## src/rtl/lfs_pkg.sv

```systemverilog
package lfs_pkg;

    // Snapshot of the single-bit protection inputs
    typedef struct packed {
        logic en;
        logic uv;
        logic ov;
        logic oc;
        logic ot;
    } flags_t;

    // Width of a counter that must hold values 0..lim
    function automatic int cnt_width(input int lim);
        return (lim < 2) ? 1 : $clog2(lim + 1);
    endfunction

endpackage

```

## src/rtl/lfs_oc_guard.sv

```systemverilog
module lfs_oc_guard #(
    parameter int LIMIT = 200000
) (
    input  logic clk,
    input  logic rst_n,
    input  logic en_i,
    input  logic oc_i,
    input  logic cyc_start_i,
    input  logic shdn_en_i,
    output logic blank_nxt_o,
    output logic trip_nxt_o
);
    localparam int CW = lfs_pkg::cnt_width(LIMIT);
    localparam logic [CW-1:0] LIM_V = CW'(LIMIT);

    typedef struct packed {
        logic          blank;
        logic          trip;
        logic [CW-1:0] cnt;
    } oc_st_t;

    oc_st_t st_d, st_q;

    always_comb begin
        st_d = st_q;
        if (!en_i) begin
            st_d.blank = 1'b0;
            st_d.trip  = 1'b0;
            st_d.cnt   = '0;
        end else begin
            // current limit blanks the switch for the rest of the period
            if (oc_i)
                st_d.blank = 1'b1;
            else if (cyc_start_i)
                st_d.blank = 1'b0;
            // consecutive overcurrent cycles, saturating at the limit
            if (!oc_i)
                st_d.cnt = '0;
            else if (st_q.cnt != LIM_V)
                st_d.cnt = st_q.cnt + 1'b1;
            if (oc_i && shdn_en_i && (st_q.cnt == LIM_V))
                st_d.trip = 1'b1;
        end
    end

    always_ff @(posedge clk or negedge rst_n) begin
        if (!rst_n)
            st_q <= '0;
        else
            st_q <= st_d;
    end

    assign blank_nxt_o = st_d.blank;
    assign trip_nxt_o  = st_d.trip;

    // blanking holds until a period start arrives
    p_blank_holds_r3: assert property (@(posedge clk) disable iff (!rst_n)
        (st_q.blank && !cyc_start_i && en_i) |=> st_q.blank);

    // the trip latch is sticky while enabled
    p_trip_sticky_r10: assert property (@(posedge clk) disable iff (!rst_n)
        (st_q.trip && en_i) |=> st_q.trip);

    // a quiet cycle empties the counter
    p_cnt_restart_r11: assert property (@(posedge clk) disable iff (!rst_n)
        (!oc_i) |=> (st_q.cnt == '0));

    // no trip can appear while shutdown is not armed
    p_no_trip_unarmed_r12: assert property (@(posedge clk) disable iff (!rst_n)
        (!st_q.trip && !shdn_en_i) |=> !st_q.trip);

endmodule

```

## src/rtl/lfs_open_track.sv

```systemverilog
module lfs_open_track #(
    parameter int NUM_CH = 6
) (
    input  logic              clk,
    input  logic              rst_n,
    input  logic              en_i,
    input  logic              eval_i,
    input  logic [NUM_CH-1:0] zero_i,
    output logic [NUM_CH-1:0] mask_nxt_o
);
    logic [NUM_CH-1:0] mask_d, mask_q;

    for (genvar k = 0; k < NUM_CH; k++) begin : g_ch
        always_comb begin
            if (!en_i)
                mask_d[k] = 1'b1;
            else if (eval_i && zero_i[k])
                mask_d[k] = 1'b0;
            else
                mask_d[k] = mask_q[k];
        end

        always_ff @(posedge clk or negedge rst_n) begin
            if (!rst_n)
                mask_q[k] <= 1'b1;
            else
                mask_q[k] <= mask_d[k];
        end
    end

    assign mask_nxt_o = mask_d;

    // while enabled, no string is ever put back
    p_mask_no_return_r8: assert property (@(posedge clk) disable iff (!rst_n)
        en_i |=> ((mask_q | $past(mask_q)) == $past(mask_q)));

    // without evaluation nothing is removed
    p_mask_needs_eval_r7: assert property (@(posedge clk) disable iff (!rst_n)
        (!eval_i) |=> ($countones(mask_q) >= $countones($past(mask_q))));

endmodule

```

## src/rtl/led_fault_supervisor.sv

```systemverilog
module led_fault_supervisor #(
    parameter int NUM_CH       = 6,
    parameter int CLK_FREQ_KHZ = 100000,
    parameter int OC_TRIP_MS   = 2
) (
    input  logic              clk,
    input  logic              rst_n,
    input  logic              enable_i,
    input  logic              uv_flag_i,
    input  logic              ov_flag_i,
    input  logic              oc_flag_i,
    input  logic              ot_flag_i,
    input  logic [NUM_CH-1:0] zero_cur_i,
    input  logic              cycle_start_i,
    input  logic              oc_shdn_en_i,
    output logic              gate_allow_o,
    output logic [NUM_CH-1:0] chan_mask_o,
    output logic              shutdown_o
);
    import lfs_pkg::*;

    localparam int OC_LIMIT = CLK_FREQ_KHZ * OC_TRIP_MS;

    typedef struct packed {
        logic gate;
        logic shdn;
    } out_st_t;

    flags_t            fl;
    out_st_t           out_d, out_q;
    logic              blank_nxt, trip_nxt, eval_open;
    logic [NUM_CH-1:0] mask_nxt, mask_q;

    assign fl = '{en: enable_i, uv: uv_flag_i, ov: ov_flag_i,
                  oc: oc_flag_i, ot: ot_flag_i};

    // open strings are judged only when running and the output hit its ceiling
    assign eval_open = fl.en && fl.ov && !out_q.shdn;

    lfs_oc_guard #(.LIMIT(OC_LIMIT)) u_oc (
        .clk         (clk),
        .rst_n       (rst_n),
        .en_i        (fl.en),
        .oc_i        (fl.oc),
        .cyc_start_i (cycle_start_i),
        .shdn_en_i   (oc_shdn_en_i),
        .blank_nxt_o (blank_nxt),
        .trip_nxt_o  (trip_nxt)
    );

    lfs_open_track #(.NUM_CH(NUM_CH)) u_open (
        .clk        (clk),
        .rst_n      (rst_n),
        .en_i       (fl.en),
        .eval_i     (eval_open),
        .zero_i     (zero_cur_i),
        .mask_nxt_o (mask_nxt)
    );

    always_comb begin
        out_d.shdn = !fl.en || fl.uv || fl.ot || trip_nxt || (mask_nxt == '0);
        out_d.gate = !out_d.shdn && !fl.ov && !blank_nxt;
    end

    always_ff @(posedge clk or negedge rst_n) begin
        if (!rst_n) begin
            out_q  <= '{gate: 1'b0, shdn: 1'b1};
            mask_q <= '1;
        end else begin
            out_q  <= out_d;
            mask_q <= mask_nxt;
        end
    end

    assign gate_allow_o = out_q.gate;
    assign shutdown_o   = out_q.shdn;
    assign chan_mask_o  = mask_q;

    // an empty mask always coincides with shutdown
    p_all_open_shdn_r9: assert property (@(posedge clk) disable iff (!rst_n)
        (chan_mask_o == '0) |-> shutdown_o);

    // the gate is never allowed during shutdown
    p_gate_off_in_shdn_r5: assert property (@(posedge clk) disable iff (!rst_n)
        shutdown_o |-> !gate_allow_o);

    // overvoltage alone never causes shutdown
    p_ov_no_shdn_r4: assert property (@(posedge clk) disable iff (!rst_n)
        (enable_i && !uv_flag_i && !ot_flag_i && !oc_flag_i && ov_flag_i
         && !shutdown_o && (zero_cur_i == '0)) |=> (!shutdown_o && !gate_allow_o));

    // undervoltage forces shutdown on the next edge
    p_uv_shdn_r6: assert property (@(posedge clk) disable iff (!rst_n)
        uv_flag_i |=> shutdown_o);

endmodule

```

## config.mk

```make
export PLATFORM = sky130hd
export DESIGN_NAME = led_fault_supervisor
export DESIGN_NICKNAME = d
export VERILOG_FILES = /design/src/rtl/lfs_pkg.sv /design/src/rtl/lfs_oc_guard.sv /design/src/rtl/lfs_open_track.sv /design/src/rtl/led_fault_supervisor.sv
export SDC_FILE = /design/constraint.sdc
export NUM_CORES = 1
export LEC_CHECK = 0
export BUFFER_PORTS_ARGS = -buffer_cell sky130_fd_sc_hd__clkbuf_2
export CORE_AREA = 3 3 58 60
export DETAILED_ROUTE_END_ITERATION = 8
export DIE_AREA = 0 0 61 63
export GPL_TIMING_DRIVEN = 1
export PLACE_DENSITY = 0.75
export SYNTH_ARGS = -nofsm -noshare
export SYNTH_HDL_FRONTEND = slang
export SYNTH_SLANG_ARGS = --single-unit
```

## constraint.sdc

```tcl
create_clock -name clk -period 1.6 [get_ports clk]
set_input_delay 0.16 -clock clk [delete_from_list [all_inputs] [get_ports clk]]
set_output_delay 0.16 -clock clk [all_outputs]
set_load 0.01 [all_outputs]
```

* Word level (Yosys, flattened, before mapping)
Cells that the tools add are included.
** Operators by class
- $add $sub $neg :: 1
- Equal/unequal tests :: 3
- Muxes and demuxes :: 18
- Reduce and logical (&&, ||, !) cells :: 22
** Operator list (number)
- two-way mux 18 bit :: 2
- two-way mux 20 bit :: 1
- adder 18 x 1 -> 18 bit (second input constant) :: 1
- == test 18 bit (second input constant) :: 1
- != test 18 bit (second input constant) :: 1
- two-way mux 1 bit :: 15
- logical AND 1 bit :: 12
- logical NOT 6 bit :: 1
- logical NOT 1 bit :: 5
- logical OR 1 bit :: 4
- != test 3 x 2 -> 1 bit (second input constant) :: 1
** Storage, ports and cells
- Bits in registers :: 34
- Bits of input ports :: 15
- Output and inout bits :: 8
- Word-level logic and storage cells :: 56

* Longest topological paths before layout
Gate-level depths: netlist of the first run.
- Depth after elaboration :: 10
- Gate-level depth with buffers :: 5
- Mapped depth without buffers :: 5

* By module
Synthesis of the first run repeated with hierarchy kept, for this count alone.
** Second synthesis, totals
- Cells, all modules :: 142
- Area total of the unflattened synthesis :: 1542.7 um^2
** Modules (own cells, without submodules)
- lfs_oc_guard :: instances 1, cells an instance 108, area an instance 1041.0 um^2, sequential area each 500.5 um^2
- led_fault_supervisor :: instances 1, cells an instance 16, area an instance 261.5 um^2, sequential area each 209.0 um^2
- lfs_open_track :: instances 1, cells an instance 18, area an instance 240.2 um^2, sequential area each 157.7 um^2

* Worst setup path before layout of the first run
Ideal clock, no wire load.
- Path kind :: flip-flop to flip-flop
- From :: reg u_oc.st_q[1] in the netlist's numbering
- To :: reg u_oc.st_q[14] in the netlist's numbering
- Library setup time :: 0.120 ns
- Arrival :: 1.434 ns
- Data required time :: 1.480 ns
- Slack :: 0.046 ns
- Stages on the path, launching flop included :: 6
- Path buffers :: 0
- Clock period less this slack :: 1.554 ns
- Path through :: dfrtp_1 -> ha_1 -> nand3_1 -> nor4_4 -> a21oi_1 -> a31o_2
** On the way
- Cells in the longest elaborated chain, start to end :: 4
- Elaborated cells on any way between the ends :: 6
- Classes of those cells :: 1 x add/sub; 2 x eq/ne; 3 x mux
** Ends and longest elaborated chain
- start, declared :: line lfs_oc_guard.sv:22 : oc_st_t st_d, st_q;
- start signal, assigned :: line lfs_oc_guard.sv:50 : st_q <= st_d;
- adder 18 x 1 -> 18 bit :: line lfs_oc_guard.sv:40 : st_d.cnt = st_q.cnt + 1'b1;
- two-way mux 18 bit :: line lfs_oc_guard.sv:39 : else if (st_q.cnt != LIM_V)
- two-way mux 18 bit :: line lfs_oc_guard.sv:37 : if (!oc_i)
- two-way mux 20 bit :: line lfs_oc_guard.sv:26 : if (!en_i) begin
Several ways; a longest one is shown, not always the timed one. The select of a mux whose other input is x is not followed.
A chain may end at the register's enable or synchronous reset.

* Worst setup path after layout of the first run
- From :: reg u_oc.st_q[0] in the netlist's numbering
- To :: reg u_oc.st_q[17] in the netlist's numbering
The elaborated chain is that of the path after synthesis.

==> impl_metrics.prom, run 1 <==
# TYPE chip_impl_metric gauge
chip_impl_info{name="outcome",value="complete, no violations"} 1
chip_impl_info{name="rsz0062_at_grt",value="yes"} 1
chip_impl_metric{name="yosys_register_bits",unit=""} 28
chip_impl_metric{name="antenna_cells_inserted",unit=""} 0
chip_impl_metric{name="finish.net_count",unit=""} 197
chip_impl_info{name="synth.area.top_cells",value="dfrtp_1, dfstp_2, xnor2_1"} 1
chip_impl_metric{name="numPlacedInstances",unit=""} 204
chip_impl_info{name="critical_path.slowest_cell",value="dfrtp_1"} 1
chip_impl_metric{name="post_detailed_routing_wire_length",unit="mm"} 2.95
chip_impl_metric{name="synth-edff-count",unit=""} 0
chip_impl_info{name="critical_path.startpoint_type",value="flip-flop"} 1
chip_impl_metric{name="floorplan.die_area",unit="µm²"} 3840
chip_impl_info{name="top_usage_layer",value="met2"} 1
chip_impl_metric{name="1st_iter_drt_viols",unit=""} 62
chip_impl_metric{name="setup_viol",unit=""} 0
chip_impl_metric{name="postSynth.asyncResetShare",unit="%"} 100
chip_impl_metric{name="placedInstanceArea",unit="µm²"} 1640
chip_impl_metric{name="synthCells",unit=""} 145
chip_impl_metric{name="synth.top_cell.area_share",unit="%"} 36.1
chip_impl_metric{name="post-route-cell-area",unit="µm²"} 1740
chip_impl_metric{name="synthesized_area_divided_by_synthesized_cell_count",unit="µm²"} 10.0
chip_impl_metric{name="die_height",unit="µm"} 63
chip_impl_metric{name="max_slew_violation_count",unit=""} 0
chip_impl_info{name="cell_by_cell_listing_of_the_critical_path",value="buf_6 -> nand4_4 -> nor4_4 -> a31oi_1 -> a41o_1"} 1
chip_impl_metric{name="num_rows",unit=""} 20
chip_impl_metric{name="final-hold-violation-count",unit=""} 0
chip_impl_info{name="type_of_the_tightest_min_delay_check",value="primary input to flip-flop"} 1
chip_impl_metric{name="first_global_vias",unit=""} 1227
chip_impl_metric{name="critical_path.max_fanout",unit=""} 5
chip_impl_metric{name="start_util",unit="%"} 48.8
chip_impl_metric{name="gr-usage-all-layers",unit="%"} 16.9
chip_impl_metric{name="final_estimated_routing_congestion_in_global_placement",unit=""} 0.819
chip_impl_metric{name="ctsHtreeMaxLevel",unit=""} 1
chip_impl_metric{name="top_level_ports",unit=""} 23
chip_impl_metric{name="grt.met2_usage",unit="%"} 30.5
chip_impl_metric{name="cp.required",unit="ns"} 1.82
chip_impl_metric{name="grt_pass1_wl",unit="mm"} 5.08
chip_impl_metric{name="number_of_antenna_violations_at_the_first_check_in_global_routing",unit=""} 0
chip_impl_metric{name="max_cap_viol_count",unit=""} 0
chip_impl_metric{name="layout.area.seq",unit="µm²"} 718
chip_impl_metric{name="grt_start_max_net_pins",unit=""} 29
chip_impl_metric{name="cts_buf_count",unit=""} 3
chip_impl_metric{name="cts_clk_pin_slew_worst_paths",unit="ns"} 0.15
chip_impl_metric{name="cp_slowest_stage_delay",unit="ns"} 0.39
chip_impl_metric{name="multiInputGateArea",unit="µm²"} 728
chip_impl_info{name="clockRootBuffer",value="clkbuf_4"} 1
chip_impl_metric{name="global_route.overflow_total",unit=""} 0
chip_impl_metric{name="timing.fmax",unit="GHz"} 0.668
chip_impl_metric{name="peakVddDrop",unit="µV"} 366
chip_impl_metric{name="global_route.usage.met1",unit="%"} 19.8
chip_impl_metric{name="design.core.area",unit="µm²"} 2980
chip_impl_info{name="timing.setup.critical_path_class",value="flip-flop to flip-flop"} 1
chip_impl_metric{name="synth_cell_types",unit=""} 38
chip_impl_info{name="synth_top_flop_cell",value="dfrtp_1"} 1
chip_impl_metric{name="instances_no_fill",unit=""} 212
chip_impl_metric{name="drc",unit=""} 0
chip_impl_metric{name="buffer_ports.inserted",unit=""} 22
chip_impl_metric{name="timing.max_slew.rel_slack",unit="%"} 55.1
chip_impl_info{name="netlist.top_cell.by_area",value="dfrtp_1"} 1
chip_impl_metric{name="cts_num_sinks",unit=""} 28
chip_impl_metric{name="dieWidth",unit="µm"} 61
chip_impl_info{name="yosysMostFrequentCell",value="dfrtp_1"} 1
chip_impl_metric{name="min_period_over_period",unit="%"} 93.6
chip_impl_metric{name="drt_pre_antenna_iters",unit=""} 4
chip_impl_metric{name="synth-seq-area-share",unit="%"} 48.8
chip_impl_metric{name="detailed_place_hpwl",unit="mm"} 2.20
chip_impl_metric{name="synth-warning-count",unit=""} 0
chip_impl_metric{name="share_of_layout_cells_above_drive_strength_1",unit="%"} 33.0
chip_impl_metric{name="routed_wire_length_per_instance",unit="µm"} 13.9
chip_impl_info{name="worstSetupEndpointType",value="flip-flop"} 1
chip_impl_metric{name="grt_use_met3",unit="%"} 2.89
chip_impl_metric{name="syn-num-nets",unit=""} 162
chip_impl_metric{name="routed-via-count",unit=""} 1203
chip_impl_metric{name="period_needed",unit="ns"} 1.50
chip_impl_metric{name="timing_worst_slew_pin_value",unit="ns"} 0.674
chip_impl_metric{name="area_delta_synth_final",unit="%"} 19.4
chip_impl_metric{name="syn-cell-area",unit="µm²"} 1450
chip_impl_metric{name="fillerInstances",unit=""} 257
chip_impl_info{name="tritoncts",value="built"} 1
chip_impl_metric{name="p_per_area",unit="nW/µm²"} 640
chip_impl_metric{name="max-clock-path-buffers",unit=""} 2
chip_impl_metric{name="vias_per_cell",unit=""} 5.67
chip_impl_metric{name="power.static_leakage",unit="nW"} 0.765
chip_impl_info{name="synth_common_cells",value="dfrtp_1, nand2_1, nor2_1"} 1
chip_impl_metric{name="clock-skew-final",unit="ns"} 0.0131
chip_impl_metric{name="ant_nets",unit=""} 0
chip_impl_metric{name="worst_skew_pair.late_latency",unit="ns"} 0.33
chip_impl_metric{name="cp_data_arrival_time",unit="ns"} 1.72
sequential cells by signal, summed over array words and instances, names as in the netlist:
signal	cells
gate_allow_o	1
chan_mask_o	6
u_oc.st_q	20
shutdown_o	1
cell usage in the layout, fill, tap and decap left out, types with 2 or more instances in the layout:
cell	Yosys	final
a21oi_1	5	5
a22oi_1	2	2
a31o_2	2	2
a31oi_1	2	2
a41o_1	2	2
and3_1	3	3
buf_4	0	8
clkbuf_2	0	22
clkbuf_4	0	3
dfrtp_1	21	14
dfrtp_2	0	7
dfstp_2	7	7
ha_1	2	2
inv_1	8	8
nand2_1	18	18
nand3_1	5	5
nand3b_1	2	2
nand4_1	2	2
nand4b_1	4	4
nor2_1	17	17
nor3_1	6	6
nor4_1	3	3
nor4_4	2	2
o21a_1	2	2
o21ai_0	4	4
xnor2_1	8	7
xor2_1	2	2
logic make-up after synthesis:
| group | count (synthesis) | synth area share, % |
|---|---|---|
| adder cells (fa/ha/maj) | 2 | 1.72 |
| XOR/XNOR | 10 | 6.02 |
| AO/OA/AOI/OAI | 21 | 9.72 |
| flip-flops | 28 | 48.8 |
| buffers and inverters | 10 | 2.67 |
| AND/OR/NAND/NOR | 74 | 31.1 |
final timing paths:
path	startpoint	slack (ns)	end	cells past startpoint
worst max-delay path	u_oc.st_q[0]	0.10	u_oc.st_q[17]	5
worst max register to register	u_oc.st_q[0]	0.10	u_oc.st_q[17]	5
max in group asynchronous	rst_n	0.74	u_oc.st_q[9]	2
min in group asynchronous	rst_n	0.37	gate_allow_o	2
worst min register to register	chan_mask_o[3]	0.48	chan_mask_o[3]	2
worst min-delay path	uv_flag_i	0.06	shutdown_o	3
power breakdown:
| group | internal, mW | total [mW] | leakage (nW) | switching [mW] |
|---|---|---|---|---|
| clock network | 0.0976 | 0.301 | 0.0150 | 0.203 |
| registers | 0.718 | 0.723 | 0.353 | 0.00450 |
| logic | 0.0336 | 0.0866 | 0.397 | 0.0530 |
| total | 0.849 | 1.11 | 0.765 | 0.261 |
what timing repair did:
action,in CTS,in global routing
gates resized for setup,1,10
buffers inserted,2,1
hold buffers,1,0
endpoints found under the setup margin,3,8
endpoints found under the hold margin,21,0
pin swaps,1,5
metrics by stage:
step	hold WS, ns	setup WS [ns]	util (%)	total power, mW	TNS, ns
after global placement	0.215	0.0548	55.1	0.816	0
after CTS	0.0482	0.0310	57.1	1.12	0
after detailed placement	0.227	0.0279	55.1	0.820	0
after floorplan	-0.136	0.0458	-	0.768	0
after global routing	0.0459	-0.0358	58.3	1.17	-0.0642
final	0.0566	0.102	58.3	1.11	0
area by class of cell:
type | count | share of cell area [%]
clock buffer | 4 | 1.51
inverter | 8 | 1.73
multi-input combinational | 107 | 42.0
sequential | 28 | 41.4
tap | 33 | 2.38
timing repair buffer | 32 | 11.0
layer usage:
metal | up-vias | wire length, µm
li1 | 585 | -
met1 | 575 | 1270
met2 | 39 | 1490
met3 | 4 | 160
met4 | 0 | 28
met5 | - | 0
worst max-delay path, delay by kind of cell, from the launching register on:
kind	cells	cell delay (ns)
AO/OA/AOI/OAI	2	0.36
buffers and inverters	1	0.12
flip-flops	1	0.39
AND/OR/NAND/NOR	2	0.51
Note: power is estimated with default switching activity, not from simulation.
==> inputs of run 2 (changes only) <==
--- a/config.mk
+++ b/config.mk
@@ -6,9 +6,9 @@
 export NUM_CORES = 1
 export LEC_CHECK = 0
 export BUFFER_PORTS_ARGS = -buffer_cell sky130_fd_sc_hd__clkbuf_2
-export CORE_AREA = 3 3 58 60
+export CORE_AREA = 3 3 57 59
 export DETAILED_ROUTE_END_ITERATION = 8
-export DIE_AREA = 0 0 61 63
+export DIE_AREA = 0 0 60 62
 export GPL_TIMING_DRIVEN = 1
 export PLACE_DENSITY = 0.75
 export SYNTH_ARGS = -nofsm -noshare
==> constraint.sdc (replaced) <==
create_clock -name clk -period 1.55 [get_ports clk]
set_input_delay 0.155 -clock clk [delete_from_list [all_inputs] [get_ports clk]]
set_output_delay 0.155 -clock clk [all_outputs]
set_load 0.01 [all_outputs]
==> run 2 against run 1 <==
Net effect: via count increased by 3.5%; final cell count increased by 2.8%; largest power group unchanged; worst hold slack improved by 0.016 ns; critical path depth decreased by 1; cell area increased by 5.3%; non-clock buffer count increased by 8; combinational power increased by 3.7%; critical path type unchanged.
==> impl_metrics.prom, run 2 (synthesized netlist as in run 1, its figures left out) <==
# TYPE chip_impl_metric gauge
chip_impl_metric{name="peakVddDrop",unit="µV"} 537
chip_impl_metric{name="post_detailed_routing_wire_length",unit="mm"} 3.35
chip_impl_metric{name="multiInputGateArea",unit="µm²"} 757
chip_impl_metric{name="ctsHtreeMaxLevel",unit=""} 1
chip_impl_metric{name="top_level_ports",unit=""} 23
chip_impl_metric{name="cp_data_arrival_time",unit="ns"} 1.74
chip_impl_metric{name="clock-skew-final",unit="ns"} 0.00820
chip_impl_metric{name="antenna_cells_inserted",unit=""} 0
chip_impl_metric{name="power",unit="mW"} 1.19
chip_impl_metric{name="p_per_area",unit="nW/µm²"} 649
chip_impl_metric{name="max-clock-path-buffers",unit=""} 2
chip_impl_metric{name="die_height",unit="µm"} 62
chip_impl_metric{name="area_delta_synth_final",unit="%"} 25.7
chip_impl_metric{name="routed-via-count",unit=""} 1245
chip_impl_metric{name="vias_per_cell",unit=""} 5.71
chip_impl_metric{name="max_slew_violation_count",unit=""} 0
chip_impl_metric{name="instances_no_fill",unit=""} 218
chip_impl_info{name="regMostFlops",value="u_oc.st_q"} 1
chip_impl_info{name="critical_path.startpoint_type",value="flip-flop"} 1
chip_impl_metric{name="cp.required",unit="ns"} 1.79
chip_impl_info{name="worstSetupEndpointType",value="flip-flop"} 1
chip_impl_metric{name="first_global_vias",unit=""} 1222
chip_impl_metric{name="dieWidth",unit="µm"} 60
chip_impl_metric{name="grt_pass1_wl",unit="mm"} 5.26
chip_impl_metric{name="max_cap_viol_count",unit=""} 0
chip_impl_metric{name="drc",unit=""} 0
chip_impl_info{name="mostFrequentLayoutCell",value="clkbuf_2"} 1
chip_impl_metric{name="cts_num_sinks",unit=""} 28
chip_impl_metric{name="period_needed",unit="ns"} 1.51
chip_impl_metric{name="gr-usage-all-layers",unit="%"} 18.8
chip_impl_metric{name="floorplan.die_area",unit="µm²"} 3720
chip_impl_metric{name="routed_wire_length_per_instance",unit="µm"} 15.4
chip_impl_metric{name="r2r_cells",unit=""} 4
chip_impl_info{name="clockRootBuffer",value="clkbuf_4"} 1
chip_impl_metric{name="worst_skew_pair.late_latency",unit="ns"} 0.32
chip_impl_metric{name="finish.net_count",unit=""} 205
chip_impl_metric{name="timing.max_slew.rel_slack",unit="%"} 54.3
chip_impl_metric{name="start_util",unit="%"} 52.7
chip_impl_metric{name="layout.area.seq",unit="µm²"} 718
chip_impl_metric{name="critical_path.max_fanout",unit=""} 6
chip_impl_metric{name="min_period_over_period",unit="%"} 97.2
chip_impl_info{name="rsz0062_at_grt",value="yes"} 1
chip_impl_metric{name="design.core.area",unit="µm²"} 2760
chip_impl_info{name="timing.setup.critical_path_class",value="flip-flop to flip-flop"} 1
chip_impl_metric{name="buffer_ports.inserted",unit=""} 22
chip_impl_info{name="layout.cells.most_common_list",value="clkbuf_2, nand2_1, nor2_1, buf_4, dfrtp_1"} 1
chip_impl_metric{name="num_rows",unit=""} 19
chip_impl_metric{name="ant_nets",unit=""} 0
chip_impl_metric{name="final-hold-violation-count",unit=""} 0
chip_impl_info{name="tritoncts",value="built"} 1
chip_impl_metric{name="power.static_leakage",unit="nW"} 0.810
chip_impl_metric{name="cts_buf_count",unit=""} 3
chip_impl_metric{name="cts_clk_pin_slew_worst_paths",unit="ns"} 0.15
chip_impl_info{name="type_of_the_tightest_min_delay_check",value="primary input to flip-flop"} 1
chip_impl_metric{name="global_route.overflow_total",unit=""} 0
chip_impl_metric{name="largest_register_ff_count",unit=""} 20
chip_impl_metric{name="1st_iter_drt_viols",unit=""} 63
chip_impl_metric{name="setup_viol",unit=""} 0
chip_impl_metric{name="drt_pre_antenna_iters",unit=""} 5
chip_impl_metric{name="share_of_layout_cells_above_drive_strength_1",unit="%"} 39.6
chip_impl_info{name="outcome",value="complete, no violations"} 1
chip_impl_metric{name="timing_worst_slew_pin_value",unit="ns"} 0.686
chip_impl_metric{name="timing.fmax",unit="GHz"} 0.664
chip_impl_metric{name="holdPathStages",unit=""} 3
chip_impl_metric{name="detailed_place_hpwl",unit="mm"} 2.34
chip_impl_metric{name="final_estimated_routing_congestion_in_global_placement",unit=""} 0.852
chip_impl_metric{name="numPlacedInstances",unit=""} 204
chip_impl_metric{name="number_of_antenna_violations_at_the_first_check_in_global_routing",unit=""} 0
chip_impl_metric{name="grt_start_max_net_pins",unit=""} 29
chip_impl_metric{name="fillerInstances",unit=""} 218
[run 2: repair_timing]
item	4_1_cts	5_1_grt
cloned	0	0
endpoints found under the setup margin	7	11
resized for setup	4	13
setup buffers	0	9
endpoints found under the hold margin	21	0
pin swaps	0	4
hold buffers	1	0
[run 2: per-layer routing]
| layer | vias to the layer above | track usage, % | share of wire, % |
|---|---|---|---|
| li1 | 604 | - | - |
| met1 | 584 | 21.6 | 44 |
| met2 | 49 | 32.7 | 48 |
| met3 | 8 | 3.31 | 5.7 |
| met4 | 0 | 11.4 | 2.0 |
| met5 | - | 0 | 0 |
[run 2: area by class of cell]
class	instances	area share (%)
clock buffers	4	1.98
repair buffers	40	13.6
inverters	8	1.64
multi-input cells	107	41.4
flip-flops and latches	28	39.3
well taps	31	2.12
[run 2: critical path: stages, from the launching register on]
cell and delay (ns):
dfrtp_2 0.46, nand4_4 0.16, nor4_4 0.42, a31oi_1 0.16, a41o_1 0.22
[run 2: path summary, 6_finish.rpt]
path                            slack, ns        endpoint            from
worst max-delay path                 0.04   u_oc.st_q[17]    u_oc.st_q[2]
worst min-delay path                 0.07      shutdown_o       uv_flag_i
worst max register to register       0.04   u_oc.st_q[17]    u_oc.st_q[2]
worst min register to register       0.48  chan_mask_o[4]  chan_mask_o[4]
max in group asynchronous            0.68    u_oc.st_q[3]           rst_n
min in group asynchronous            0.39   u_oc.st_q[17]           rst_n
[run 2: report_power, final]
part / total [mW] / leakage, nW / internal, mW / switching [mW]
sequential: 0.748 / 0.353 / 0.742 / 0.00646
clock: 0.349 / 0.0210 / 0.144 / 0.205
combinational: 0.0898 / 0.436 / 0.0348 / 0.0550
[run 2: stage by stage]
step	cell area [µm²]	hold slack, ns	setup TNS [ns]	worst slack [ns]	util (%)
after floorplan	1450	-0.141	0	0.113	-
after global placement	1650	0.219	0	0.0168	60.0
after detailed placement	1650	0.229	-0.0366	-0.0161	60.0
after CTS	1710	0.0549	0	0.00971	62.0
after global routing	1830	0.0757	-0.100	-0.0243	66.3
final	1830	0.0728	0	0.0441	66.3
